**src/rtl/tc_pkg.sv**
```systemverilog
package tc_pkg;
    typedef enum logic [1:0] {
        TC_CMD_HOLD  = 2'b00,
        TC_CMD_TIMER = 2'b01,
        TC_CMD_EVENT = 2'b10,
        TC_CMD_STOP  = 2'b11
    } tc_cmd_e;

    typedef enum logic [1:0] {
        TC_MODE_IDLE  = 2'b00,
        TC_MODE_TIMER = 2'b01,
        TC_MODE_EVENT = 2'b10
    } tc_mode_e;

    typedef struct packed {
        logic flag;
        logic irq;
    } tc_ovf_state_t;
endpackage

```
**src/rtl/tc_edge_sync.sv**
```systemverilog
module tc_edge_sync #(
    parameter int STAGES = 2
) (
    input  logic clk,
    input  logic rst_n,
    input  logic pin_i,
    output logic fall_o
);
    localparam int CHAIN = STAGES + 1;

    typedef struct packed {
        logic [CHAIN-1:0] chain;
    } sync_state_t;

    sync_state_t st_d, st_q;

    always_comb begin
        st_d = st_q;
        st_d.chain = {st_q.chain[CHAIN-2:0], pin_i};
    end

    always_ff @(posedge clk or negedge rst_n) begin
        if (!rst_n) st_q <= '{chain: '1};
        else        st_q <= st_d;
    end

    assign fall_o = st_q.chain[CHAIN-1] & ~st_q.chain[CHAIN-2];
endmodule

```
**src/rtl/tc_mode_ctrl.sv**
```systemverilog
module tc_mode_ctrl
    import tc_pkg::*;
(
    input  logic       clk,
    input  logic       rst_n,
    input  logic [1:0] cmd_i,
    output tc_mode_e   mode_o
);
    tc_mode_e mode_d, mode_q;

    always_comb begin
        mode_d = mode_q;
        unique case (tc_cmd_e'(cmd_i))
            TC_CMD_TIMER: mode_d = TC_MODE_TIMER;
            TC_CMD_EVENT: mode_d = TC_MODE_EVENT;
            TC_CMD_STOP:  mode_d = TC_MODE_IDLE;
            default:      mode_d = mode_q;
        endcase
    end

    always_ff @(posedge clk or negedge rst_n) begin
        if (!rst_n) mode_q <= TC_MODE_IDLE;
        else        mode_q <= mode_d;
    end

    assign mode_o = mode_q;
endmodule

```
**src/rtl/tc_count_core.sv**
```systemverilog
module tc_count_core #(
    parameter int W = 8
) (
    input  logic         clk,
    input  logic         load_i,
    input  logic [W-1:0] load_val_i,
    input  logic         inc_i,
    output logic [W-1:0] count_o,
    output logic         wrap_o
);
    localparam logic [W-1:0] MAXV = '1;

    logic [W-1:0] count_d, count_q;

    always_comb begin
        count_d = count_q;
        wrap_o  = 1'b0;
        if (load_i) begin
            count_d = load_val_i;
        end else if (inc_i) begin
            count_d = count_q + W'(1);
            wrap_o  = (count_q == MAXV);
        end
    end

    // Count register deliberately has no reset: reset keeps the value.
    always_ff @(posedge clk) begin
        count_q <= count_d;
    end

    assign count_o = count_q;
endmodule

```
**src/rtl/tc_ovf_flag.sv**
```systemverilog
module tc_ovf_flag
    import tc_pkg::*;
(
    input  logic clk,
    input  logic rst_n,
    input  logic wrap_i,
    input  logic test_i,
    output logic flag_o,
    output logic irq_o
);
    tc_ovf_state_t st_d, st_q;

    always_comb begin
        st_d = st_q;
        st_d.irq = wrap_i;
        if (wrap_i)      st_d.flag = 1'b1;
        else if (test_i) st_d.flag = 1'b0;
    end

    always_ff @(posedge clk or negedge rst_n) begin
        if (!rst_n) st_q <= '{flag: 1'b0, irq: 1'b0};
        else        st_q <= st_d;
    end

    assign flag_o = st_q.flag;
    assign irq_o  = st_q.irq;
endmodule

```
**src/rtl/tc_timer_counter.sv**
```systemverilog
module tc_timer_counter
    import tc_pkg::*;
#(
    parameter int W           = 8,
    parameter int SYNC_STAGES = 2
) (
    input  logic         clk,
    input  logic         rst_n,
    input  logic         tick_i,
    input  logic         evt_pin_i,
    input  logic         load_i,
    input  logic [W-1:0] load_val_i,
    input  logic [1:0]   cmd_i,
    input  logic         flag_test_i,
    output logic [W-1:0] count_o,
    output logic         flag_o,
    output logic         irq_o
);
    tc_mode_e mode;
    logic     pin_fall;
    logic     inc;
    logic     wrap;

    tc_edge_sync #(.STAGES(SYNC_STAGES)) u_sync (
        .clk    (clk),
        .rst_n  (rst_n),
        .pin_i  (evt_pin_i),
        .fall_o (pin_fall)
    );

    tc_mode_ctrl u_mode (
        .clk    (clk),
        .rst_n  (rst_n),
        .cmd_i  (cmd_i),
        .mode_o (mode)
    );

    always_comb begin
        unique case (mode)
            TC_MODE_TIMER: inc = tick_i;
            TC_MODE_EVENT: inc = pin_fall;
            default:       inc = 1'b0;
        endcase
    end

    tc_count_core #(.W(W)) u_core (
        .clk        (clk),
        .load_i     (load_i),
        .load_val_i (load_val_i),
        .inc_i      (inc),
        .count_o    (count_o),
        .wrap_o     (wrap)
    );

    tc_ovf_flag u_flag (
        .clk    (clk),
        .rst_n  (rst_n),
        .wrap_i (wrap),
        .test_i (flag_test_i),
        .flag_o (flag_o),
        .irq_o  (irq_o)
    );
endmodule

```
**config.mk**
```make
export PLATFORM = sky130hd
export DESIGN_NAME = tc_timer_counter
export DESIGN_NICKNAME = d
export VERILOG_FILES = /design/src/rtl/tc_pkg.sv /design/src/rtl/tc_edge_sync.sv /design/src/rtl/tc_mode_ctrl.sv /design/src/rtl/tc_count_core.sv /design/src/rtl/tc_ovf_flag.sv /design/src/rtl/tc_timer_counter.sv
export SDC_FILE = /design/constraint.sdc
export NUM_CORES = 1
export LEC_CHECK = 0
export ABC_AREA = 1
export BUFFER_PORTS_ARGS = -buffer_cell sky130_fd_sc_hd__buf_2
export CAP_MARGIN = 20
export CORE_MARGIN = 1.5
export CORE_UTILIZATION = 51
export DETAILED_ROUTE_END_ITERATION = 7
export PLACE_DENSITY = 0.81
export RECOVER_POWER = 50
export SYNTH_ARGS = -nofsm -noshare
export SYNTH_HDL_FRONTEND = slang
export SYNTH_SLANG_ARGS = --single-unit
```
**constraint.sdc**
```tcl
create_clock -name clk -period 3.35 [get_ports clk]
set_input_delay 0.8375 -clock clk [delete_from_list [all_inputs] [get_ports clk]]
set_output_delay 0.8375 -clock clk [all_outputs]
set_load 0.02 [all_outputs]
```
Yosys cells after proc, flatten, opt, wreduce, memory -nomap -nowiden

Cells that the tools add are included.

Register bits: 15
Bits of input ports: 16
Output and inout port bits: 10
Logic and storage cells: 25

Add/subtract/negate cells: 1
Eq/ne operators: 6
Multiplexer cells: 8
Bitwise logic cells: 2
Reductions and logical operators: 3

Operators by type and width:

| kind                                          | number |
|---|---|
| 2-to-1 mux 8 bit                              | 2 |
| adder 8 x 1 -> 8 bit, second input constant   | 1 |
| == test 8 bit, second input constant          | 1 |
| == test 2 bit, second input constant          | 3 |
| case mux 2 bit (3 select lines)               | 1 |
| == test 2 x 1 -> 1 bit, second input constant | 2 |
| 2-to-1 mux 1 bit                              | 4 |
| nonzero test 2 bit                            | 2 |
| nonzero test 3 bit                            | 1 |
| case mux 1 bit (2 select lines)               | 1 |
| bitwise AND 1 bit                             | 1 |
| NOT 1 bit                                     | 1 |

Depth between registers and ports, before layout

Gate-level depths: netlist (run 1).

Depth after elaboration: 6
Gate-level depth with buffers: 7
Depth with buffers taken out: 7

Hierarchy

From an unflattened synthesis (run 1), not the netlist that was laid out.

Cells, all modules: 86
Area total of the unflattened synthesis: 769.5 µm²

By module, submodules not included:

| module           | times used | cells each | area an instance (µm²) | sequential area each (µm²) |
|---|---|---|---|---|
| tc_count_core    | 1          | 62         | 501.7                  | 240.2 |
| tc_edge_sync     | 1          | 5          | 88.8                   | 78.8 |
| tc_mode_ctrl     | 1          | 6          | 65.1                   | 50.0 |
| tc_ovf_flag      | 1          | 6          | 65.1                   | 50.0 |
| tc_timer_counter | 1          | 7          | 48.8                   | 0.0 |

Worst setup path before layout (run 1)

No wires, ideal clock.

Path kind: in2reg
From: input tick_i
To: register u_core.count_q[0], in the netlist u_core.count_o[0], enable pin
Arrival time: 1,301 ps
Path slack: 1,715 ps
Cell stages on the path: 3
Buffers on the path: 0
Cells stage by stage: nand2_1 a21oi_1 nand2b_1

Word-level cells in the longest chain between the ends: 2

Ends and longest elaborated chain:

| element                         | line                   | text |
|---|---|---|
| from (decl)                     | tc_timer_counter.sv:9  | `input logic tick_i,` |
| case mux 1 bit (2 select lines) | tc_timer_counter.sv:39 | `unique case (mode)` |
| nonzero test 2 bit (no line)    | --                     |  |
| to (signal assigned)            | tc_count_core.sv:28    | `count_q <= count_d;` |
| to (decl)                       | tc_count_core.sv:13    | `logic [W-1:0] count_d, count_q;` |

Every way passes these cells.
A chain may end at the register's enable or synchronous reset.

Worst setup path in the final report (run 1)

From: input load_i
To: register u_core.count_q[4], in the netlist u_core.count_o[4], enable pin

Word-level cells in the longest chain between the ends: 1

Ends and longest elaborated chain:

| element                      | line                   | text |
|---|---|---|
| from (decl)                  | tc_timer_counter.sv:11 | `input logic load_i,` |
| nonzero test 2 bit (no line) | --                     |  |

Every way passes these cells.

==> metrics, run 1 <==
wire length on met2 714 µm; Worst-Margin Slew 0.381 ns; Met3 Routed Length 63 µm; skew final 0.00529 ns; reg2reg start u_mode.mode_o[0]; Synth Area in Compound Gates 4.80%; Reg2Reg Depth 4; Synth async-reset ratio 46.7%; clock network power share 24.8%; CTS resizes 0; final number of max-transition violations 0; worst r2r dst u_core.count_o[4]; via count of the routed design 649; Hold WC Path Type reg2reg; min cycle time layout 1.86 ns; CTS tree yes; Slew Limit Headroom 74.6%; ant diodes 0; total negative slack 0 ns; mapped cell area 756 µm²; first-pass GRT wire length 2290 µm; P_leak 0.472 nW; global placement routability congestion 0.827; final-report setup violation count 0; R2R Setup Slk 1.81 ns; row count 13; f_max 538 MHz; Post-synth EDFFs 8; most frequent cells after synthesis 24 x nand2_1, 11 x nand3_1, 10 x inv_1; clock latency on the worst-skew pair 0.28 ns; crit path kind in2reg; cells after synthesis 85; Post-CTS Setup Inserts 0; Setup crit end kind flip-flop; Most used DFF post-synth edfxtp_1; Worst setup SP type input port; Switching Share 28.1%; status complete, no violations; clock transition at the registers of the reported paths 0.09 ns; vias in the first global route 612; share of post-route cells with drive strength above 1 27.4%; Cell Area, Placed 895 µm²; Hold Path Sink u_sync.st_q[1]; drt via density 5.07; Simple-Gate Fraction of Synth Area 28.6%; top-area cell type share of the netlist area 31.8%; Syn Nets 104; Fin. Hold Viols 0; cts hold-fix bufs 0; Port Buffers 25; Post-Route WL 1450 µm; post-synthesis xor/xnor area fraction 0%; Seq pwr share 57.2%; Max Cap Viol 0; YS warnings 0; P_sw 0.111 mW; CTS Buffer Depth 2; Gate power share 18.0%; Vert. Die Dim 41.5 µm; CTS sink cnt 15; Post-Route Utilization 68.8%; drt drc 0; CORE AREA 1330 µm²; gr ovfl total 0; largest net degree at the start of global routing 12; largest family of logic cells by synthesized area simple AND/OR/NAND/NOR gates; Final ANT Viol Nets 0; IR drop worst, VDD 0.205 mV; worst endpoint required time 3.30 ns; M1 WL 620 µm; DR pass1 iterations 4; Hold Path Depth 0; # IOs 26; sequential fraction of the synthesis area 55.5%; Synth-to-Final Area Change 21.4%; root buffer cell clkbuf_4; Iteration-0 DRC Markers 17; H-tree levels 1; CP max FO 11; Hold Crit Start u_sync.st_q[0]; period utilization 55.4%; Yosys reg bits 15; initial antenna violation count 0; footprint of the multi-input gates 288 µm²; width of the die 41.5 µm; TritonCTS buffer count 3; top sig layer met4; Design Area, Final 917 µm²; total global-route track usage 17.5%; Power per Cell Area 429 nW/µm²; most common cell in the synthesized netlist nand2_1; CP arrival 1.81 ns; die area 1720 µm²; FF+latch area 419 µm²; RSZ-0062 raised after global routing false; mux cell area share after synthesis 0%; Mapped Avg Cell Area 8.89 µm²; Nets 133; initial core utilization 56.7%; dpl hpwl 1190 µm; adder-cell share of the synthesized area 4.97%; Internal Power 0.283 mW; FILL cells 111; largest area contributor in the netlist edfxtp_1; synth unique cells 20; top cells by area, synth edfxtp_1 32%, dfrtp_1 13%, nand2_1 12%; Avg WL per Cell 11.3 µm
==> worst max path at each step <==
stage	slack (ns)	to	start	depth (start not counted)
after CTS	1.57	count_o[3]	u_core.count_o[3]	1
after floorplan	1.71	u_core.count_o[0]	tick_i	3
final	1.49	u_core.count_o[4]	load_i	3
after global placement	1.44	u_core.count_o[2]	load_i	3
after detailed placement	1.40	u_core.count_o[6]	load_i	3
after global routing	1.34	u_core.count_o[2]	load_i	3
==> critical path: stages <==
cell      delay (ns)
clkbuf_1        0.30
clkinv_1        0.32
nand2b_1        0.35
==> routing by layer <==
layer | up-vias | global-route usage, %
met4 | 0 | 12.9
met5 | - | 0
met1 | 283 | 20.1
met2 | 28 | 29.4
li1 | 331 | -
met3 | 7 | 2.61
==> cells in the final DEF (no fill, tap or decap) <==
cell type	count
dfstp_1	1
nand2_1	25
clkbuf_4	3
o21bai_1	1
a31oi_1	1
buf_2	23
clkinv_1	1
nor2_1	9
a21oi_1	1
nand3b_1	1
nand2b_1	1
nor2_4	1
dfstp_2	2
nand3_1	11
clkbuf_1	2
clkinv_2	1
o21ai_0	2
nor2_2	1
inv_1	10
ha_1	3
o31ai_1	1
dfrtp_1	4
edfxtp_1	8
==> cell families (layout without fill, tap and decap cells) <==
family / count (synthesis) / after routing
fa+ha+maj: 3 / 3
buf+inv: 12 / 40
compound gates: 6 / 6
flops: 15 / 15
simple gates: 49 / 49
==> cell type report <==
type	count	area share [%]
clock inverters	1	0.546
clock buffers	3	2.46
repair buffers	25	13.4
multi-input cells	58	31.4
well taps	15	2.05
flip-flops and latches	15	45.7
inverters	11	4.50
==> through the flow <==
step           hold WS (ns)  worst slack (ns)  total power, mW  instances
4_1_cts               0.363              1.57            0.397        128
3_3_place_gp          0.349              1.44            0.298        124
5_1_grt               0.377              1.34            0.413        128
2_1_floorplan         0.345              1.71            0.272         85
6_report              0.367              1.49            0.393        128
3_5_place_dp          0.348              1.40            0.301        124
==> power by group through the flow <==
stage | clock [mW] | combinational, mW | sequential, mW
floorplan | 0 | 0.0333 | 0.239
global placement | 0 | 0.0703 | 0.228
detailed placement | 0 | 0.0719 | 0.229
CTS | 0.0996 | 0.0722 | 0.225
global route | 0.107 | 0.0782 | 0.227
finish | 0.0975 | 0.0708 | 0.225
==> state kept, by name, summed over array words and instances, names as in the netlist <==
name            cells
u_core.count_o      8
u_sync.st_q         3
u_mode.mode_o       2
u_flag.flag_o       1
u_flag.irq_o        1
No activity file was read; power rests on OpenSTA's default activity.
==> run 2: changes to the inputs <==
--- a/config.mk
+++ b/config.mk
@@ -5,13 +5,13 @@
 export SDC_FILE = /design/constraint.sdc
 export NUM_CORES = 1
 export LEC_CHECK = 0
-export ABC_AREA = 1
+export ABC_AREA = 0
 export BUFFER_PORTS_ARGS = -buffer_cell sky130_fd_sc_hd__buf_2
 export CAP_MARGIN = 20
 export CORE_MARGIN = 1.5
-export CORE_UTILIZATION = 51
+export CORE_UTILIZATION = 42
 export DETAILED_ROUTE_END_ITERATION = 7
-export PLACE_DENSITY = 0.81
+export PLACE_DENSITY = 0.72
 export RECOVER_POWER = 50
 export SYNTH_ARGS = -nofsm -noshare
 export SYNTH_HDL_FRONTEND = slang
==> constraint.sdc (replaced) <==
create_clock -name clk -period 1.7 [get_ports clk]
set_input_delay 0.425 -clock clk [delete_from_list [all_inputs] [get_ports clk]]
set_output_delay 0.425 -clock clk [all_outputs]
set_load 0.02 [all_outputs]
==> run 2 against run 1 <==
Against the previous run:
- core utilization is 12 points lower
- global-route usage is 0.79 points lower
- wire length is 6.6% lower
- synthesized cell count is 21% lower
- first-iteration DRC count is 18% lower
- critical path type is now reg2reg
- critical endpoint is now u_core.count_o[2]
==> metrics, run 2 <==
status complete, no violations; row count 14 (+1); final number of max-transition violations 0 (unchanged); clock latency on the worst-skew pair 0.28 ns (about the same); Worst-Margin Slew 0.359 ns (-0.0219 ns); via count of the routed design 572 (-12%); Hold WC Path Type in2reg; period utilization 87.5%; top cells by area, synth edfxtp_1 33%, dfrtp_1 14%, dfstp_2 11%; Vert. Die Dim 44.9 µm (+8.3%); Post-Route WL 1350 µm (-6.6%); Seq pwr share 57.4% (+0.2 points); top sig layer met4; synth unique cells 23 (+15%); Worst setup SP type flip-flop; width of the die 44.9 µm (+8.3%); wire length on met2 586 µm (-18%); Internal Power 0.563 mW (+99%); die area 2020 µm² (+17%); drt drc 0 (unchanged); Slew Limit Headroom 76.1% (+1.5 points); Fin. Hold Viols 0 (unchanged); FILL cells 149 (+34%); Mapped Avg Cell Area 11.0 µm² (+24%); CORE AREA 1580 µm² (+18%); Final WS setup 0.213 ns (-1.28 ns); f_max 672 MHz; # IOs 26 (unchanged); initial core utilization 46.8% (-9.8 points); CTS sink cnt 15 (unchanged); Iteration-0 DRC Markers 14 (-3); CTS Buffer Depth 2 (unchanged); CTS tree yes; skew final 0.00212 ns (-0.00317 ns); Cell Area, Placed 865 µm² (-3.4%); largest net degree at the start of global routing 20 (+8); Setup crit end kind flip-flop; commonest cells after routing, fill and taps aside 22 x buf_2, 10 x nand2_1, 8 x edfxtp_1; P_sw 0.219 mW (+98%); Gate power share 16.8% (-1.2 points); largest area contributor in the netlist edfxtp_1; dpl hpwl 1050 µm (-11%); Final ANT Viol Nets 0 (unchanged); sequential fraction of the synthesis area 56.8% (+1.3 points); final std cells w/o fill 111 (-13%); Post-synth EDFFs 8 (unchanged); Syn Nets 86 (-17%); Power per Cell Area 871 nW/µm² (+100%); first-pass GRT wire length 2370 µm (+3.6%); min cycle time layout 1.49 ns; top-area cell type share of the netlist area 32.5% (+0.75 points); Max Cap Viol 0 (unchanged); root buffer cell clkbuf_4; IR drop worst, VDD 0.487 mV (+140%); total global-route track usage 16.7% (-0.79 points); Avg WL per Cell 12.2 µm (+7.7%); Switching Share 28.0% (-0.18 points); Post-Place Cells 106 (-15%); Setup WS pre-CTS 0.225 ns (-1.18 ns); crit path kind reg2reg; vias in the first global route 533 (-13%); TritonCTS buffer count 3 (unchanged); ant diodes 0 (unchanged); H-tree levels 1 (unchanged); YS warnings 0 (unchanged); Most used DFF post-synth edfxtp_1; RSZ-0062 raised after global routing false; clock transition at the registers of the reported paths 0.09 ns (about the same); share of post-route cells with drive strength above 1 33.7% (+6.3 points); max reg flops 8 (unchanged); P_leak 0.402 nW (-15%); Synth async-reset ratio 46.7% (unchanged); final-report setup violation count 0 (unchanged); total negative slack 0 ns (unchanged); CTS resizes 0 (unchanged); Design Area, Final 898 µm² (-2.0%); Port Buffers 25 (unchanged); Met3 Routed Length 63 µm (unchanged); Synth-to-Final Area Change 21.7%; CP max FO 8 (-3); most common cell in the synthesized netlist nand2_1; cells after synthesis 67 (-21%); drt via density 5.15 (+1.6%); M1 WL 667 µm (+7.6%); most frequent cells after synthesis 10 x nand2_1, 8 x edfxtp_1, 7 x o21ai_0; Nets 115 (-14%); worst endpoint required time 1.68 ns (-1.62 ns); CP arrival 1.47 ns (-0.34 ns); DR pass1 iterations 4 (unchanged); gr ovfl total 0 (unchanged); global placement routability congestion 0.741 (-11%); Yosys reg bits 15 (unchanged); initial antenna violation count 0 (unchanged); clock network power share 25.8% (+1.0 points); commonest non-fill, non-tap cell in the layout buf_2; mapped cell area 738 µm² (-2.3%)
-- run 2: cell types whose count changed after synthesis, sizes merged, moves of 2 or more --
cell / previous run / this run
nand3: 11 / 6
nor2: 11 / 5
o21ai: 2 / 7
or4: 0 / 3
nor2b: 0 / 4
nand2: 25 / 10
inv: 10 / 2
xor2: 0 / 2
-- run 2: cell type report --
class	count	area (µm²)	area share [%]
clock buffers	3	22.5	2.51
clock inverters	1	5.00	0.557
inverters	2	7.51	0.836
multi-input cells	48	293	32.6
flip-flops and latches	15	419	46.7
well taps	16	20.0	2.23
repair buffers	26	131	14.6
-- run 2: what timing repair did --
item | CTS | global route
buffers inserted | 0 | 0
endpoints found under the hold margin | 4 | 0
setup endpoints to repair | 0 | 0
hold buffers | 1 | 0
-- run 2: routing by layer --
layer / vias up / GRT usage (%)
met2: 18 / 22.9
met3: 4 / 2.80
li1: 294 / -
met5: - / 0
met4: 0 / 10.6
met1: 256 / 24.4
-- run 2: through the flow --
stage,power [mW],hold slack [ns],utilization [%]
after detailed placement,0.588,0.263,54.8
after CTS,0.789,0.230,57.2
after global placement,0.584,0.263,54.8
after global routing,0.827,0.220,57.0
final,0.782,0.233,57.0
after floorplan,0.537,0.129,-
-- run 2: worst paths after layout --
kind	from	endpoint	slack (ns)	cells after the start
setup / recovery	u_mode.mode_o[0]	u_core.count_o[2]	0.21	4
hold / removal	evt_pin_i	u_sync.st_q[0]	0.23	1
setup reg to reg	u_mode.mode_o[0]	u_core.count_o[2]	0.21	4
hold reg to reg	u_sync.st_q[0]	u_sync.st_q[1]	0.36	0
max in group asynchronous	rst_n	u_sync.st_q[2]	0.84	2
min in group asynchronous	rst_n	u_flag.irq_o	0.55	2
-- run 2: power groups by stage --
stage	clock network, mW	registers, mW	logic, mW
global placement	0	0.456	0.128
finish	0.202	0.449	0.131
detailed placement	0	0.457	0.131
CTS	0.207	0.449	0.133
floorplan	0	0.476	0.0605
global route	0.223	0.456	0.148
-- run 2: cell families (layout without fill, tap and decap cells) --
logic type,after synthesis,count (layout),synth area share [%]
AO/OA/AOI/OAI,9,9,6.78
XOR/XNOR,3,3,3.56
adder cells (fa/ha/maj),3,3,5.09
buffers and inverters,4,32,3.56
flip-flops,15,15,56.8
multiplexers,1,1,1.53
AND/OR/NAND/NOR,32,32,22.7
-- run 2: critical path: stages, from the launching register on --
cell     delay (ns)
dfrtp_1        0.38
inv_1          0.05
ha_1           0.28
a21oi_1        0.19
or2_2          0.28
==> run 3: changes to the inputs <==
--- a/config.mk
+++ b/config.mk
@@ -9,9 +9,9 @@
 export BUFFER_PORTS_ARGS = -buffer_cell sky130_fd_sc_hd__buf_2
 export CAP_MARGIN = 20
 export CORE_MARGIN = 1.5
-export CORE_UTILIZATION = 42
+export CORE_UTILIZATION = 47
 export DETAILED_ROUTE_END_ITERATION = 7
-export PLACE_DENSITY = 0.72
+export PLACE_DENSITY = 0.76
 export RECOVER_POWER = 50
 export SYNTH_ARGS = -nofsm -noshare
 export SYNTH_HDL_FRONTEND = slang
==> constraint.sdc (replaced) <==
create_clock -name clk -period 1.4 [get_ports clk]
set_input_delay 0.35 -clock clk [delete_from_list [all_inputs] [get_ports clk]]
set_output_delay 0.35 -clock clk [all_outputs]
set_load 0.02 [all_outputs]
==> run 3 against run 2 <==
Against the previous run:
- power up 27%
- largest cell class unchanged
- worst hold slack lost 0.069 ns
- via count grew 7.5%
- core utilization increased by 9.2 points
==> metrics, run 3 (synthesis results as in run 2) <==
status complete, no violations; Iteration-0 DRC Markers 2 (-12); DR pass1 iterations 2 (-2); Worst setup SP type flip-flop; CTS tree yes; Vert. Die Dim 42.6 µm (-5.1%); vias in the first global route 629 (+18%); Power per Cell Area 1010 nW/µm² (+15%); crit path kind reg2reg; Port Buffers 25 (unchanged); TritonCTS buffer count 3 (unchanged); width of the die 42.6 µm (-5.1%); Synth-to-Final Area Change 33.6%; Final ANT Viol Nets 0 (unchanged); IR drop worst, VDD 0.619 mV (+27%); drt via density 5.13 (-0.55%); initial antenna violation count 0 (unchanged); total negative slack 0 ns (unchanged); slowest stage delay, CP 0.41 ns (+0.03 ns); worst hold slack 0.164 ns (-0.0692 ns); clock transition at the registers of the reported paths 0.09 ns (about the same); root buffer cell clkbuf_4; Seq pwr share 54.1% (-3.3 points); CP max FO 8 (unchanged); reg2reg start u_mode.mode_o[0]; max reg flops 8 (unchanged); dpl hpwl 1110 µm (+5.0%); Internal Power 0.716 mW (+27%); Nets 124 (+7.8%); Post-Place Cells 112 (+5.7%); Worst-Margin Slew 0.354 ns (-0.00493 ns); Post-Route WL 1410 µm (+4.5%); Reg2Reg Depth 4 (unchanged); clock network power share 24.6% (-1.2 points); CORE AREA 1490 µm² (-5.6%); worst endpoint required time 1.39 ns (-0.29 ns); ant diodes 0 (unchanged); skew final 0.00112 ns (-0.00100 ns); share of post-route cells with drive strength above 1 45.2% (+12 points); RSZ-0062 raised after global routing true; Hold WC Path Type in2reg; total global-route track usage 18.3% (+1.6 points); final number of max-transition violations 0 (unchanged); P_leak 0.454 nW (+13%); final-report setup violation count 0 (unchanged); min cycle time layout 1.36 ns (-0.124 ns); Hold Crit Start evt_pin_i; Switching Share 27.8% (-0.20 points); CP arrival 1.35 ns (-0.12 ns); via count of the routed design 615 (+7.5%); Final WS setup 0.0363 ns (-0.176 ns); # IOs 26 (unchanged); clock latency on the worst-skew pair 0.27 ns (about the same); Hold Path Depth 1 (unchanged); Gate power share 21.3% (+4.5 points); first-pass GRT wire length 2460 µm (+3.5%); critical path's top delay family flip-flops; f_max 733 MHz (+9.1%); CTS Buffer Depth 2 (unchanged); Max Cap Viol 0 (unchanged); CP max-delay cell dfrtp_1; worst r2r dst u_core.count_o[0]; H-tree levels 1 (unchanged); final std cells w/o fill 120 (+8.1%); worst path cell trace inv_1, ha_2, a21oi_2, or2_4; Avg WL per Cell 11.8 µm (-3.3%); P_sw 0.275 mW (+26%); Setup crit end kind flip-flop; commonest non-fill, non-tap cell in the layout buf_2; Buf+Inv Stages, Crit Path 1 (unchanged); commonest cells after routing, fill and taps aside 24 x buf_2, 9 x nand2_1, 8 x buf_4, 8 x edfxtp_1, 7 x o21ai_0; period utilization 97.4% (+9.9 points); R2R Setup Slk 0.04 ns (-0.18 ns); largest net degree at the start of global routing 13 (-35%); global placement routability congestion 0.718 (-3.0%); gr ovfl total 0 (unchanged); CTS sink cnt 15 (unchanged); Slew Limit Headroom 76.4% (+0.33 points); drt drc 0 (unchanged); Fin. Hold Viols 0 (unchanged); row count 14 (unchanged); die area 1820 µm² (-10%); Setup WS pre-CTS -0.0545 ns (-0.279 ns); initial core utilization 49.6% (+2.8 points); Hold Path Sink u_sync.st_q[0]
## run 3: changes by cell type in the layout (fill, tap and decap cells not counted), moves of 2 or more
cell      change
ha_1          -2
buf_4         +8
ha_2          +2
clkbuf_1      -2
buf_2         +2
## run 3: metal layers
metal	global-route usage, %	vias to the layer above	routed length (µm)
li1	-	319	-
met1	22.1	276	626
met2	30.6	18	695
met3	5.17	2	72
met4	6.88	0	17
met5	0	-	0
## run 3: worst max path at each step
| stage | startpoint | endpoint | slack, ns | depth (start not counted) |
|---|---|---|---|---|
| 3_5_place_dp | u_mode.mode_o[0] | u_core.count_o[5] | -0.05 | 4 |
| 5_1_grt | u_mode.mode_o[0] | u_core.count_o[0] | -0.03 | 5 |
| 6_report | u_mode.mode_o[0] | u_core.count_o[0] | 0.04 | 4 |
| 2_1_floorplan | u_core.count_o[0] | u_core.count_o[6] | -0.02 | 4 |
| 4_1_cts | u_mode.mode_o[0] | u_core.count_o[5] | 0.02 | 4 |
| 3_3_place_gp | u_mode.mode_o[0] | u_core.count_o[5] | 0.02 | 4 |
## run 3: power groups by stage
stage | Sequential (mW) | Combinational (mW) | Clock [mW]
global route | 0.542 | 0.234 | 0.273
global placement | 0.543 | 0.189 | 0
floorplan | 0.579 | 0.0753 | 0
CTS | 0.536 | 0.203 | 0.253
detailed placement | 0.545 | 0.196 | 0
finish | 0.536 | 0.211 | 0.244
## run 3: repair_timing
action / 4_1_cts / 5_1_grt
buffers inserted: 0 / 3
endpoints found under the setup margin: 8 / 9
resized for setup: 2 / 2
pin swaps: 1 / 2
endpoints found under the hold margin: 4 / 0
hold buffers: 1 / 0
## run 3: worst reg2reg max path: stages (launching register included)
cell,delay [ns]
dfrtp_1,0.41
inv_1,0.07
ha_2,0.27
a21oi_2,0.13
or2_4,0.20
## run 3: cell type report
cell class                      instances  area [µm²]
Clock buffer                            3        22.5
Multi-Input combinational cell         48         307
Sequential cell                        15         419
Tap cell                               16        20.0
Inverter                                2        7.51
Clock inverter                          1        5.00
Timing Repair Buffer                   35         205
Fill cell                             118         503
## run 3: metrics by stage
stage	util [%]	power [mW]	cell area, µm²
after floorplan	-	0.654	743
after global placement	61.4	0.732	915
after detailed placement	61.4	0.741	915
after CTS	64.4	0.992	958
after global routing	66.2	1.05	986
final	66.2	0.991	986
